## src/rtl/lvt_pkg.sv

```systemverilog
package lvt_pkg;

   // Stored entry field positions
   localparam int VEC_LSB   = 0;
   localparam int VEC_W     = 8;
   localparam int DM_LSB    = 8;
   localparam int DM_W      = 3;
   localparam int DS_BIT    = 12;
   localparam int POL_BIT   = 13;
   localparam int RIRR_BIT  = 14;
   localparam int TRIG_BIT  = 15;
   localparam int MASK_BIT  = 16;
   localparam int TMODE_BIT = 17;
   localparam int ENTRY_W   = 18;

   localparam int NUM_SRC   = 7;
   localparam int MIN_VEC   = 16;
   localparam int ERR_ILLEGAL_SEND_BIT = 5;

   localparam logic [DM_W-1:0] DM_FIXED = 3'b000;
   localparam logic [DM_W-1:0] DM_NMI   = 3'b100;

   typedef enum logic [2:0] {
      SRC_TIMER = 3'd0,
      SRC_THERM = 3'd1,
      SRC_PERF  = 3'd2,
      SRC_PIN0  = 3'd3,
      SRC_PIN1  = 3'd4,
      SRC_ERROR = 3'd5,
      SRC_MCHK  = 3'd6
   } src_e;

   localparam logic [ENTRY_W-1:0] RESET_ENTRY = ENTRY_W'(1) << MASK_BIT;

   function automatic logic [ENTRY_W-1:0] base_keep();
      logic [ENTRY_W-1:0] m;
      m = '0;
      m[VEC_LSB +: VEC_W] = '1;
      m[DS_BIT]   = 1'b1;
      m[MASK_BIT] = 1'b1;
      return m;
   endfunction

   // Bits an entry retains from a write
   function automatic logic [ENTRY_W-1:0] keep_mask(input int src);
      logic [ENTRY_W-1:0] m;
      m = base_keep();
      case (src)
         int'(SRC_TIMER): m[TMODE_BIT] = 1'b1;
         int'(SRC_ERROR): ;
         int'(SRC_PIN0), int'(SRC_PIN1): begin
            m[DM_LSB +: DM_W] = '1;
            m[POL_BIT]  = 1'b1;
            m[RIRR_BIT] = 1'b1;
            m[TRIG_BIT] = 1'b1;
         end
         default: m[DM_LSB +: DM_W] = '1;
      endcase
      return m;
   endfunction

   // Byte offset of each entry
   function automatic logic [11:0] entry_offset(input int src);
      logic [11:0] off;
      if (src == int'(SRC_MCHK))
         off = 12'h2F0;
      else
         off = 12'h320 + 12'(src * 16);
      return off;
   endfunction

   function automatic logic fixed_only(input int src);
      return (src == int'(SRC_TIMER)) || (src == int'(SRC_ERROR));
   endfunction

endpackage

```

## src/rtl/lvt_decode.sv

```systemverilog
module lvt_decode
   import lvt_pkg::*;
#(
   parameter int ADDR_W = 12
) (
   input  logic [ADDR_W-1:0]  addr,
   output logic [NUM_SRC-1:0] sel
);

   for (genvar i = 0; i < NUM_SRC; i++) begin : g_cmp
      localparam logic [ADDR_W-1:0] OFF = ADDR_W'(entry_offset(i));
      assign sel[i] = (addr == OFF);
   end

endmodule

```

## src/rtl/lvt_entry.sv

```systemverilog
module lvt_entry
   import lvt_pkg::*;
#(
   parameter logic [ENTRY_W-1:0] KEEP = '1
) (
   input  logic               clk,
   input  logic               rst_n,
   input  logic               wr,
   input  logic               sw_enable,
   input  logic [ENTRY_W-1:0] wdata,
   output logic [ENTRY_W-1:0] q
);

   logic [ENTRY_W-1:0] force_bits;
   logic [ENTRY_W-1:0] next_q;

   always_comb begin
      force_bits = '0;
      force_bits[MASK_BIT] = ~sw_enable;
      next_q = (wdata & KEEP) | force_bits;
   end

   always_ff @(posedge clk or negedge rst_n) begin
      if (!rst_n)
         q <= RESET_ENTRY;
      else if (wr)
         q <= next_q;
   end

endmodule

```

## src/rtl/lvt_fire.sv

```systemverilog
module lvt_fire
   import lvt_pkg::*;
#(
   parameter int SRC_W = 3,
   parameter int ERR_W = 8
) (
   input  logic                       clk,
   input  logic                       rst_n,
   input  logic                       trig_valid,
   input  logic [SRC_W-1:0]           trig_src,
   input  logic [NUM_SRC*ENTRY_W-1:0] entries,
   output logic                       irq_valid,
   output logic [VEC_W-1:0]           irq_vector,
   output logic                       nmi_valid,
   output logic                       err_valid,
   output logic [ERR_W-1:0]           err_code,
   output logic                       trig_bad
);

   localparam logic [ERR_W-1:0] ERR_SEND = ERR_W'(1) << ERR_ILLEGAL_SEND_BIT;

   logic [ENTRY_W-1:0] cur;
   logic               in_range;
   logic               force_fixed;
   logic [DM_W-1:0]    mode;
   logic [VEC_W-1:0]   vec;
   logic               do_irq, do_nmi, do_err;

   always_comb begin
      cur         = '0;
      in_range    = 1'b0;
      force_fixed = 1'b0;
      for (int i = 0; i < NUM_SRC; i++) begin
         if (trig_src == SRC_W'(i)) begin
            cur         = entries[i*ENTRY_W +: ENTRY_W];
            in_range    = 1'b1;
            force_fixed = fixed_only(i);
         end
      end
      mode = force_fixed ? DM_FIXED : cur[DM_LSB +: DM_W];
      vec  = cur[VEC_LSB +: VEC_W];
      do_irq = 1'b0;
      do_nmi = 1'b0;
      do_err = 1'b0;
      if (trig_valid && in_range && !cur[MASK_BIT]) begin
         case (mode)
            DM_FIXED: begin
               if (vec < VEC_W'(MIN_VEC)) do_err = 1'b1;
               else                       do_irq = 1'b1;
            end
            DM_NMI:  do_nmi = 1'b1;
            default: ;
         endcase
      end
   end

   always_ff @(posedge clk or negedge rst_n) begin
      if (!rst_n) begin
         irq_valid  <= 1'b0;
         irq_vector <= '0;
         nmi_valid  <= 1'b0;
         err_valid  <= 1'b0;
         err_code   <= '0;
         trig_bad   <= 1'b0;
      end else begin
         irq_valid  <= do_irq;
         irq_vector <= do_irq ? vec : '0;
         nmi_valid  <= do_nmi;
         err_valid  <= do_err;
         err_code   <= do_err ? ERR_SEND : '0;
         trig_bad   <= trig_valid && !in_range;
      end
   end

endmodule

```

## src/rtl/lvt_bank.sv

```systemverilog
module lvt_bank
   import lvt_pkg::*;
#(
   parameter int ADDR_W = 12,
   parameter int DATA_W = 32,
   parameter int SRC_W  = 3,
   parameter int ERR_W  = 8
) (
   input  logic              clk,
   input  logic              rst_n,
   input  logic              sw_enable,
   input  logic              reg_wr,
   input  logic [ADDR_W-1:0] reg_addr,
   input  logic [DATA_W-1:0] reg_wdata,
   output logic [DATA_W-1:0] reg_rdata,
   input  logic              trig_valid,
   input  logic [SRC_W-1:0]  trig_src,
   output logic              irq_valid,
   output logic [7:0]        irq_vector,
   output logic              nmi_valid,
   output logic              err_valid,
   output logic [ERR_W-1:0]  err_code,
   output logic              trig_bad
);

   // Elaboration checks
   if (ADDR_W < 10) begin : g_chk_addr
      $error("lvt_bank: ADDR_W must reach offset 0x370");
   end
   if (DATA_W <= ENTRY_W) begin : g_chk_data
      $error("lvt_bank: DATA_W must exceed the stored entry width");
   end
   if (SRC_W < 3) begin : g_chk_src
      $error("lvt_bank: SRC_W must encode all sources");
   end
   if (ERR_W <= ERR_ILLEGAL_SEND_BIT) begin : g_chk_err
      $error("lvt_bank: ERR_W too narrow for the error code");
   end

   logic [NUM_SRC-1:0]         sel;
   logic [NUM_SRC*ENTRY_W-1:0] entries;
   logic [ENTRY_W-1:0]         rd_or [NUM_SRC+1];

   lvt_decode #(.ADDR_W(ADDR_W)) u_dec (
      .addr (reg_addr),
      .sel  (sel)
   );

   assign rd_or[0] = '0;

   for (genvar i = 0; i < NUM_SRC; i++) begin : g_ent
      logic [ENTRY_W-1:0] q;
      lvt_entry #(.KEEP(keep_mask(i))) u_ent (
         .clk       (clk),
         .rst_n     (rst_n),
         .wr        (reg_wr && sel[i]),
         .sw_enable (sw_enable),
         .wdata     (reg_wdata[ENTRY_W-1:0]),
         .q         (q)
      );
      assign entries[i*ENTRY_W +: ENTRY_W] = q;
      assign rd_or[i+1] = rd_or[i] | (sel[i] ? q : '0);
   end

   assign reg_rdata = DATA_W'(rd_or[NUM_SRC]);

   lvt_fire #(.SRC_W(SRC_W), .ERR_W(ERR_W)) u_fire (
      .clk        (clk),
      .rst_n      (rst_n),
      .trig_valid (trig_valid),
      .trig_src   (trig_src),
      .entries    (entries),
      .irq_valid  (irq_valid),
      .irq_vector (irq_vector),
      .nmi_valid  (nmi_valid),
      .err_valid  (err_valid),
      .err_code   (err_code),
      .trig_bad   (trig_bad)
   );

endmodule

```

## config.mk

```make
export PLATFORM = sky130hd
export DESIGN_NAME = lvt_bank
export DESIGN_NICKNAME = d
export VERILOG_FILES = /design/src/rtl/lvt_pkg.sv /design/src/rtl/lvt_decode.sv /design/src/rtl/lvt_entry.sv /design/src/rtl/lvt_fire.sv /design/src/rtl/lvt_bank.sv
export SDC_FILE = /design/constraint.sdc
export NUM_CORES = 1
export LEC_CHECK = 0
export ABC_AREA = 1
export BUFFER_PORTS_ARGS = -buffer_cell sky130_fd_sc_hd__buf_2
export CAP_MARGIN = 15
export CORE_MARGIN = 3
export CORE_UTILIZATION = 50
export CTS_CLUSTER_SIZE = 28
export DETAILED_ROUTE_END_ITERATION = 10
export PLACE_DENSITY = 0.75
export SETUP_SLACK_MARGIN = 0.05
export SKIP_CTS_REPAIR_TIMING = 1
export SYNTH_ARGS = -nofsm -noshare
export SYNTH_HDL_FRONTEND = slang
export SYNTH_SLANG_ARGS = --single-unit
```

## constraint.sdc

```tcl
create_clock -name clk -period 1.2 [get_ports clk]
set_clock_uncertainty 0.05 [all_clocks]
set_input_delay 0 -clock clk [delete_from_list [all_inputs] [get_ports clk]]
set_output_delay 0 -clock clk [all_outputs]
set_load 0.02 [all_outputs]
```

==> Yosys cells after proc, flatten, opt, wreduce, memory -nomap -nowiden <==
Index checks and enable logic that the tools add are counted.
{ "classes": {"n_reduce_logical": 14, "muxes": 38, "magnitude_cmp": 1, "eq_ne": 14, "bitwise": 11} }
{ "op_table": {"columns": ["cell", "n"], "rows": [
  ["$mux 17", 13],
  ["$or 18x18->18", 6],
  ["$eq 12x10->1 const B", 7],
  ["$or 17x17->17", 3],
  ["$mux 1", 21],
  ["$mux 18", 1],
  ["$or 18x17->18", 1],
  ["$eq 3x3->1 const B", 4],
  ["$logic_and 1x1->1", 10],
  ["$lt 8x5->1 const B", 1],
  ["$mux 8", 1],
  ["$eq 3x2->1 const B", 2],
  ["$logic_not 3->1", 2],
  ["$mux 6", 1],
  ["$eq 3x1->1 const B", 1],
  ["$mux 3", 1],
  ["$logic_not 1->1", 2],
  ["$not 1->1", 1]
]} }
{ "totals": {"inputBits": 52, "register_bits": 140, "out_inout_bits": 52} }

==> Logic depth before layout (Yosys ltp) <==
Gate-level depths: netlist of run 1.
{ "depth": {"depth_word": 13, "mapped_depth": 14, "ltp_nobuf": 13} }

==> Cells and area by module <==
A second synthesis of run 1 with hierarchy kept.
{ "hier_totals": {"cells_unflattened": 982, "hier_area_um2": 6682.7} }
{ "by_module_without_submodules": {"columns": ["mod", "n_inst", "cells_per_inst", "area_each_um2"], "rows": [
  ["lvt_entry (g_ent[1].u_ent ...)", 3, 63, 544.3],
  ["lvt_entry (g_ent[3].u_ent ...)", 2, 73, 671.9],
  ["lvt_fire", 1, 205, 1305.0],
  ["lvt_bank", 1, 295, 1296.2],
  ["lvt_entry (g_ent[0].u_ent)", 1, 57, 486.7],
  ["lvt_entry (g_ent[5].u_ent)", 1, 53, 450.4],
  ["lvt_decode", 1, 37, 167.7]
]} }

==> Least setup slack after synthesis of run 1 <==
OpenSTA, ideal clock, no wires.
{ "synth_timing": {"path_type": "input port to flip-flop", "from": "in reg_addr[11]", "to": "reg g_ent[3].u_ent.q[13]", "t_arrival_ns": 1.179, "t_required_ns": 1.033, "cell_stages": 8, "setup_slack_ns": -0.146, "path_cell_list": "or2_4 -> nor3_4 -> nand3_4 -> nor2_8 -> nand2_4 -> buf_6 -> nand2_1 -> o21ai_2"} }
{ "synth_via": {"elab_chain_len": 2} }
{ "synth_rtl": {"columns": ["item", "line", "rtl"], "rows": [
  ["start, declared", "lvt_bank.sv:13", "input logic [ADDR_W-1:0] reg_addr,"],
  ["$eq 12x10->1", "lvt_decode.sv:12", "assign sel[i] = (addr == OFF);"],
  ["$logic_and 1x1->1", "lvt_bank.sv:56", ".wr (reg_wr && sel[i]),"],
  ["end signal, assigned", "lvt_entry.sv:27", "q <= next_q;"],
  ["end, declared", "lvt_entry.sv:11", "output logic [ENTRY_W-1:0] q"]
]} }
Every way passes these cells.
A chain may end at the register's enable or synchronous reset.

==> Worst setup path in the final report of run 1 <==
{ "layout_timing": {"from": "in reg_addr[10]", "to": "out reg_rdata[10]"} }
{ "layout_via": {"elab_chain_len": 8, "elab_cells_between_ends": 20, "classes_between": "eq/ne (7); mux (7); bitwise (6)"} }
{ "layout_rtl": {"columns": ["item", "line", "rtl"], "rows": [
  ["$eq 12x10->1", "lvt_decode.sv:12", null],
  ["$mux 18 or $mux 17 (tied branches)", "lvt_bank.sv:62", "assign rd_or[i+1] = rd_or[i] | (sel[i] ? q : '0);"],
  ["$or 18x18->18 (5 in series)", "lvt_bank.sv:62", null],
  ["$or 18x18->18 (*)", "lvt_bank.sv:62", null],
  ["end, declared", "lvt_bank.sv:15", "output logic [DATA_W-1:0] reg_rdata,"]
]} }
Mark *: on every way between the ends. The rest lies on a longest branch, timed or not.

==> run metrics, run 1 <==
status=finished with violations; violated checks=negative hold slack, negative setup slack; crit share post-route=1.33; total CTS buffers=9; Syn. warnings=0; FMAX=0.627 GHz; Post-DP HPWL=~12 mm; CP Buf/Inv Count=4; post-synth cell types=39; CP required=between 1 and 1.5 ns; cell taking the most area after synthesis=dfrtp_1; area grow syn2layout=38.2%; Crit. path cell count=10; EDFF count, synth=0; top_reg_cell synth=dfrtp_1; unrepaired setup endpoints after global routing=true; Slew headroom=0.632; Root Driver=clkbuf_8; Post-Syn Instances=~700; post-DR vias/cell=~5.2; DRC=0; synth cell count leaders=223 x nand2_1, 97 x dfrtp_1, 66 x nor2_1; global-route wire length before repair=~27 mm; Register Area=2610 um2; starting density of the core=0.514; most common cell in the netlist=nand2_1; Startpoint Class=primary input; #FFs+latches synth=104; CTS max path bufs=2; core area=10900 um2; global route total overflow=0; cell family with most CP delay=simple AND/OR/NAND/NOR gates; Final Hold Fails=3; Die ar.=~13000 um2; VDD IR max=0.000959 V; Avg Inst Size Synth=7.82 um2; # rows=38; DRT Wirelength=approximately 17 mm; Worst R2R Path Depth=9; Detailed Route Iter0 Violations=400; crit path DAT=between 1.5 and 2 ns; WHS Path Cells=4; Detail Route Antenna Nets=0; final setup margin=-0.394 ns; design area=around 7700 um2; fin nets=roughly 980; CP max FO=8; maxcap violations=0; slowest CP cell=or2_4; layout cell share with drive strength beyond 1=0.381; Worst-Margin Slew=about 0.55 ns; Slew Viols, Final=0; Largest stage delay, worst path=about 0.26 ns; Hold WS=-0.0200 ns; final setup vio count=33; boundary pin count=approximately 100; All-Layer GR Usage=0.277; vias in the first global route=between 5k and 6k; placer congestion estimate=0.947; First-pass DRT Iterations=6; path type of the worst setup path=primary input to primary output; IO Port Bufs=66; Synth top area share=0.433; DR WL/cell=around 16 um; largest cells by area after synthesis=dfrtp_1 43%, nand2_1 15%, nor2_1 4.4%, buf_4 4.2%, inv_1 4.2%; worst min path class=primary input to flip-flop; dpl cell area=7130 um2; final setup TNS=-9.72 ns; Post-Syn Area=between 5000 and 6000 um2; CTS Sinks=104; Worst-path clk slew=0.11 ns; antenna cells=0; Tmin final=1.59 ns; Clock Latency Late Sink=about 0.4 ns; H-tree depth=3; Power Density=around 840 nW/um2; Final Power=about 6.5 mW; die height=112 um; LEAKAGE=4.02 nW; initial antenna violation count=0; Seq/Total Area, Yosys=0.466; multi-input logic area=between 2000 and 3000 um2; Filler cells=around 830; Placement Setup Slack=-0.404 ns; CTS tree=built; CP dominant cell by count=buf_6; Cell Chain, Critical Path=buf_6, or2_4, nor3_4, buf_6, nand3_4, nor2_4, buf_12, nand2_2, nand4_1, buf_4; share of async-settable or async-resettable flops after synthesis=1.00; largest net degree at the start of global routing=41; Crit. End Element=primary output; Die Width=~110 um; routed via count=5595
stage by stage:
step	std cells	utilization	hold WS, ns
final	1074	0.711	-0.0200
after global routing	1074	0.711	0.00123
after CTS	1050	0.672	-0.505
after detailed placement	1034	0.655	-0.0564
after global placement	1034	0.655	-0.0625
after floorplan	737	-	-0.346
layout make-up:
class	count	share of cell area
clock buffer	10	0.0178
tap	140	0.0226
timing repair buffer	231	0.236
multi-input combinational	511	0.344
clock inverter	6	0.00647
sequential	104	0.337
inverter	72	0.0352
per-layer routing:
| metal | track usage | vias to the layer above | wire, um |
|---|---|---|---|
| li1 | - | 2665 | - |
| met1 | 0.333 | 2652 | 6610 |
| met2 | 0.468 | 226 | 8630 |
| met3 | 0.0707 | 52 | 1270 |
| met4 | 0.124 | 0 | 617 |
| met5 | 0 | - | 0 |
where the power goes:
part           internal [mW]  leakage [nW]  switching (mW)
Combinational          0.293          2.50           0.462
Clock                  0.836        0.0899            1.34
Sequential              3.53          1.42          0.0130
Total                   4.66          4.02            1.81
worst paths after layout:
check	from	to	slack (ns)
max in group asynchronous	rst_n	g_ent[1].u_ent.q[7]	0.47
min in group asynchronous	rst_n	g_ent[5].u_ent.q[1]	0.05
worst min-delay path	sw_enable	g_ent[2].u_ent.q[16]	-0.02
worst min register to register	g_ent[1].u_ent.q[16]	g_ent[1].u_ent.q[16]	0.44
worst max register to register	g_ent[3].u_ent.q[10]	u_fire.irq_vector[5]	-0.38
worst max-delay path	reg_addr[10]	reg_rdata[10]	-0.39
cell usage in the layout, fill, tap and decap left out, drive strengths merged:
| cell type | instances |
|---|---|
| a21oi | 13 |
| a22o | 3 |
| a22oi | 3 |
| buf | 210 |
| clkbuf | 10 |
| clkinv | 1 |
| clkinvlp | 2 |
| conb | 22 |
| dfrtp | 97 |
| dfstp | 7 |
| dlygate4sd3 | 21 |
| inv | 75 |
| nand2 | 233 |
| nand3 | 32 |
| nand4 | 14 |
| nor2 | 74 |
| nor2b | 1 |
| nor3 | 5 |
| nor3b | 1 |
| nor4 | 1 |
| o2111ai | 1 |
| o211ai | 1 |
| o21ai | 101 |
| o221ai | 1 |
| o22ai | 1 |
| or2 | 4 |
cell families after synthesis:
logic type | after synthesis | synth area share
compound gates | 124 | 0.131
buf+inv | 123 | 0.117
flops | 104 | 0.466
other cells | 1 | 0.000670
simple gates | 364 | 0.286
state kept, by name, summed over array words and instances, names as in the netlist:
register           flops
u_fire.irq_vector      8
u_fire.irq_valid       1
g_ent.u_ent.q         92
u_fire.trig_bad        1
u_fire.err_code        1
u_fire.nmi_valid       1
worst register-to-register path, delay by kind of cell (launching register included):
family,cells,cell delay [ns]
and+or+nand+nor,9,1.05
DFF,1,0.41
Note: power is estimated with default switching activity, not from simulation.
==> run 2: changes to the inputs <==
Settings changed: CTS_BUF_LIST from default to sky130_fd_sc_hd__clkbuf_16, HOLD_SLACK_MARGIN from default to 0.02.
==> run 2 against run 1 <==
The flow finishes with violations (negative setup slack). Setup slack better by 0.018 ns. Register-to-register slack improved by 0.08 ns. First-iteration DRC count grew 44%. Critical path depth unchanged. Cell area rose by 3.8%. Maximum frequency rose by 1.2%. Global-route usage is 0.36 points higher. Total power rose by 11%. Sequential power hardly changed. Via count up 2.8%. Count of clock-buffer cells in the layout is 1 lower. Highest routed layer unchanged.
==> run metrics, run 2 (same netlist as run 1, synthesis figures left out) <==
Detailed Route Iter0 Violations=576 (+44%); Int Pwr=5.25 mW (+13%); First-pass DRT Iterations=5 (-1); CTS tree=built; Regs by FF count=g_ent.u_ent.q (92), u_fire.irq_vector (8); die height=112 um (unchanged); DRC=0 (unchanged); Detail Route Antenna Nets=0 (unchanged); crit path DAT=1.53 ns (about the same); dpl cell area=7130 um2 (unchanged); worst min path class=primary input to flip-flop; global route total overflow=0 (unchanged); crit share post-route=1.31 (-0.0153); All-Layer GR Usage=0.280 (+0.00363); Slew headroom=0.642 (+0.00993); Root Driver=clkbuf_16; post-DR vias/cell=5.35 (+2.6%); Placement Setup Slack=-0.404 ns (unchanged); Die Width=112 um (unchanged); DR WL/cell=16.9 um (+6.1%); Biggest register=g_ent.u_ent.q; Clock Latency Late Sink=0.37 ns (-0.03 ns); Final Hold Fails=0 (-3); FMAX=0.635 GHz (+1.2%); Worst-Margin Slew=0.535 ns (-0.0148 ns); Crit. End Element=primary output; sequential share of power=0.495 (-0.052); H-tree depth=3 (unchanged); path type of the worst setup path=primary input to primary output; max reg flops=92 (unchanged); antenna cells=0 (unchanged); violated checks=negative setup slack; layout cell share with drive strength beyond 1=0.409 (+0.0280); starting density of the core=0.514 (unchanged); core area=10900 um2 (unchanged); unrepaired setup endpoints after global routing=true; # rows=38 (unchanged); Logic pwr share=0.107 (-0.010); design area=8040 um2 (+3.8%); Startpoint Class=primary input; Slew Viols, Final=0 (unchanged); final setup margin=-0.376 ns (+0.0184 ns); LEAKAGE=4.12 nW (+2.5%); CTS max path bufs=2 (unchanged); global-route wire length before repair=27.4 mm (+1.7%); Post-DP HPWL=12.3 mm (unchanged); multi-input logic area=2760 um2 (+3.6%); Clk pwr share=0.398 (+0.062); fin nets=983 (+0.20%); total CTS buffers=9 (unchanged); most common cell after layout, fill and taps aside=nand2_1; final setup vio count=57 (+73%); CTS Sinks=104 (unchanged); routed via count=5752 (+2.8%); Die ar.=12500 um2 (unchanged); placer congestion estimate=0.947 (unchanged); IO Port Bufs=66 (unchanged); maxcap violations=0 (unchanged); Psw=1.91 mW (+5.1%); status=finished with violations; Filler cells=765 (-7.5%); VDD IR max=0.00126 V (+31%); largest net degree at the start of global routing=41 (unchanged); vias in the first global route=5494 (+0.92%); Power Density=890 nW/um2 (+6.4%); CP max FO=8 (unchanged); most frequent cells in the layout=178 x nand2_1, 127 x buf_4, 97 x dfrtp_1; initial antenna violation count=0 (unchanged); CP required=1.15 ns (about the same); boundary pin count=104 (unchanged); Tmin final=1.58 ns (-0.0184 ns); Register Area=2610 um2 (unchanged); DRT Wirelength=18.2 mm (+6.3%); Worst-path clk slew=0.08 ns (-0.03 ns); Net Sw Frac=0.266 (-0.0136); area grow syn2layout=43.5%
## run 2: final cells by class
cell class	instances	share of cell area
tap	140	0.0218
inverter	72	0.0336
clock buffer	9	0.0280
sequential	104	0.325
timing repair buffer	233	0.241
clock inverter	7	0.00670
multi-input combinational	511	0.344
## run 2: metrics by stage
step,std cells,TNS (ns),total power [mW],hold slack [ns],util
4_1_cts,1050,-9.04,7.08,-0.442,0.680
6_report,1076,-10.73,7.15,0.0277,0.738
3_5_place_dp,1034,-35.05,4.28,-0.0564,0.655
2_1_floorplan,737,-5.57,3.98,-0.346,-
5_1_grt,1076,-14.30,7.38,0.0486,0.738
3_3_place_gp,1034,-29.13,4.26,-0.0625,0.655
## run 2: per-layer routing
metal  vias to the layer above  wire length [um]  global-route usage
li1                       2671                 -                   -
met3                        75              1510              0.0674
met2                       270              9180               0.478
met5                         -                 0                   0
met1                      2736              6790               0.343
met4                         0               719               0.111
## run 2: worst paths after layout
check	cells after the start	start	end	slack [ns]
worst max-delay path	10	reg_addr[10]	reg_rdata[10]	-0.38
worst min-delay path	4	trig_valid	u_fire.nmi_valid	0.03
worst max register to register	9	g_ent[3].u_ent.q[10]	u_fire.irq_vector[5]	-0.30
worst min register to register	2	g_ent[1].u_ent.q[16]	g_ent[1].u_ent.q[16]	0.43
max in group asynchronous	3	rst_n	g_ent[0].u_ent.q[7]	0.44
min in group asynchronous	2	rst_n	g_ent[5].u_ent.q[1]	0.09
## run 2: critical path: stages
cell and delay (ns):
buf_6 0.09, or2_4 0.26, nor3_4 0.24, buf_6 0.15, nand3_4 0.10, nor2_4 0.20
buf_8 0.18, nand2_2 0.06, nand4_1 0.10, buf_4 0.15
## run 2: power by group through the flow
stage / sequential [mW] / combinational [mW] / clock (mW)
2_1_floorplan: 3.62 / 0.351 / 0
3_3_place_gp: 3.61 / 0.654 / 0
3_5_place_dp: 3.61 / 0.671 / 0
4_1_cts: 3.54 / 0.674 / 2.87
5_1_grt: 3.54 / 0.827 / 3.01
6_report: 3.54 / 0.762 / 2.85
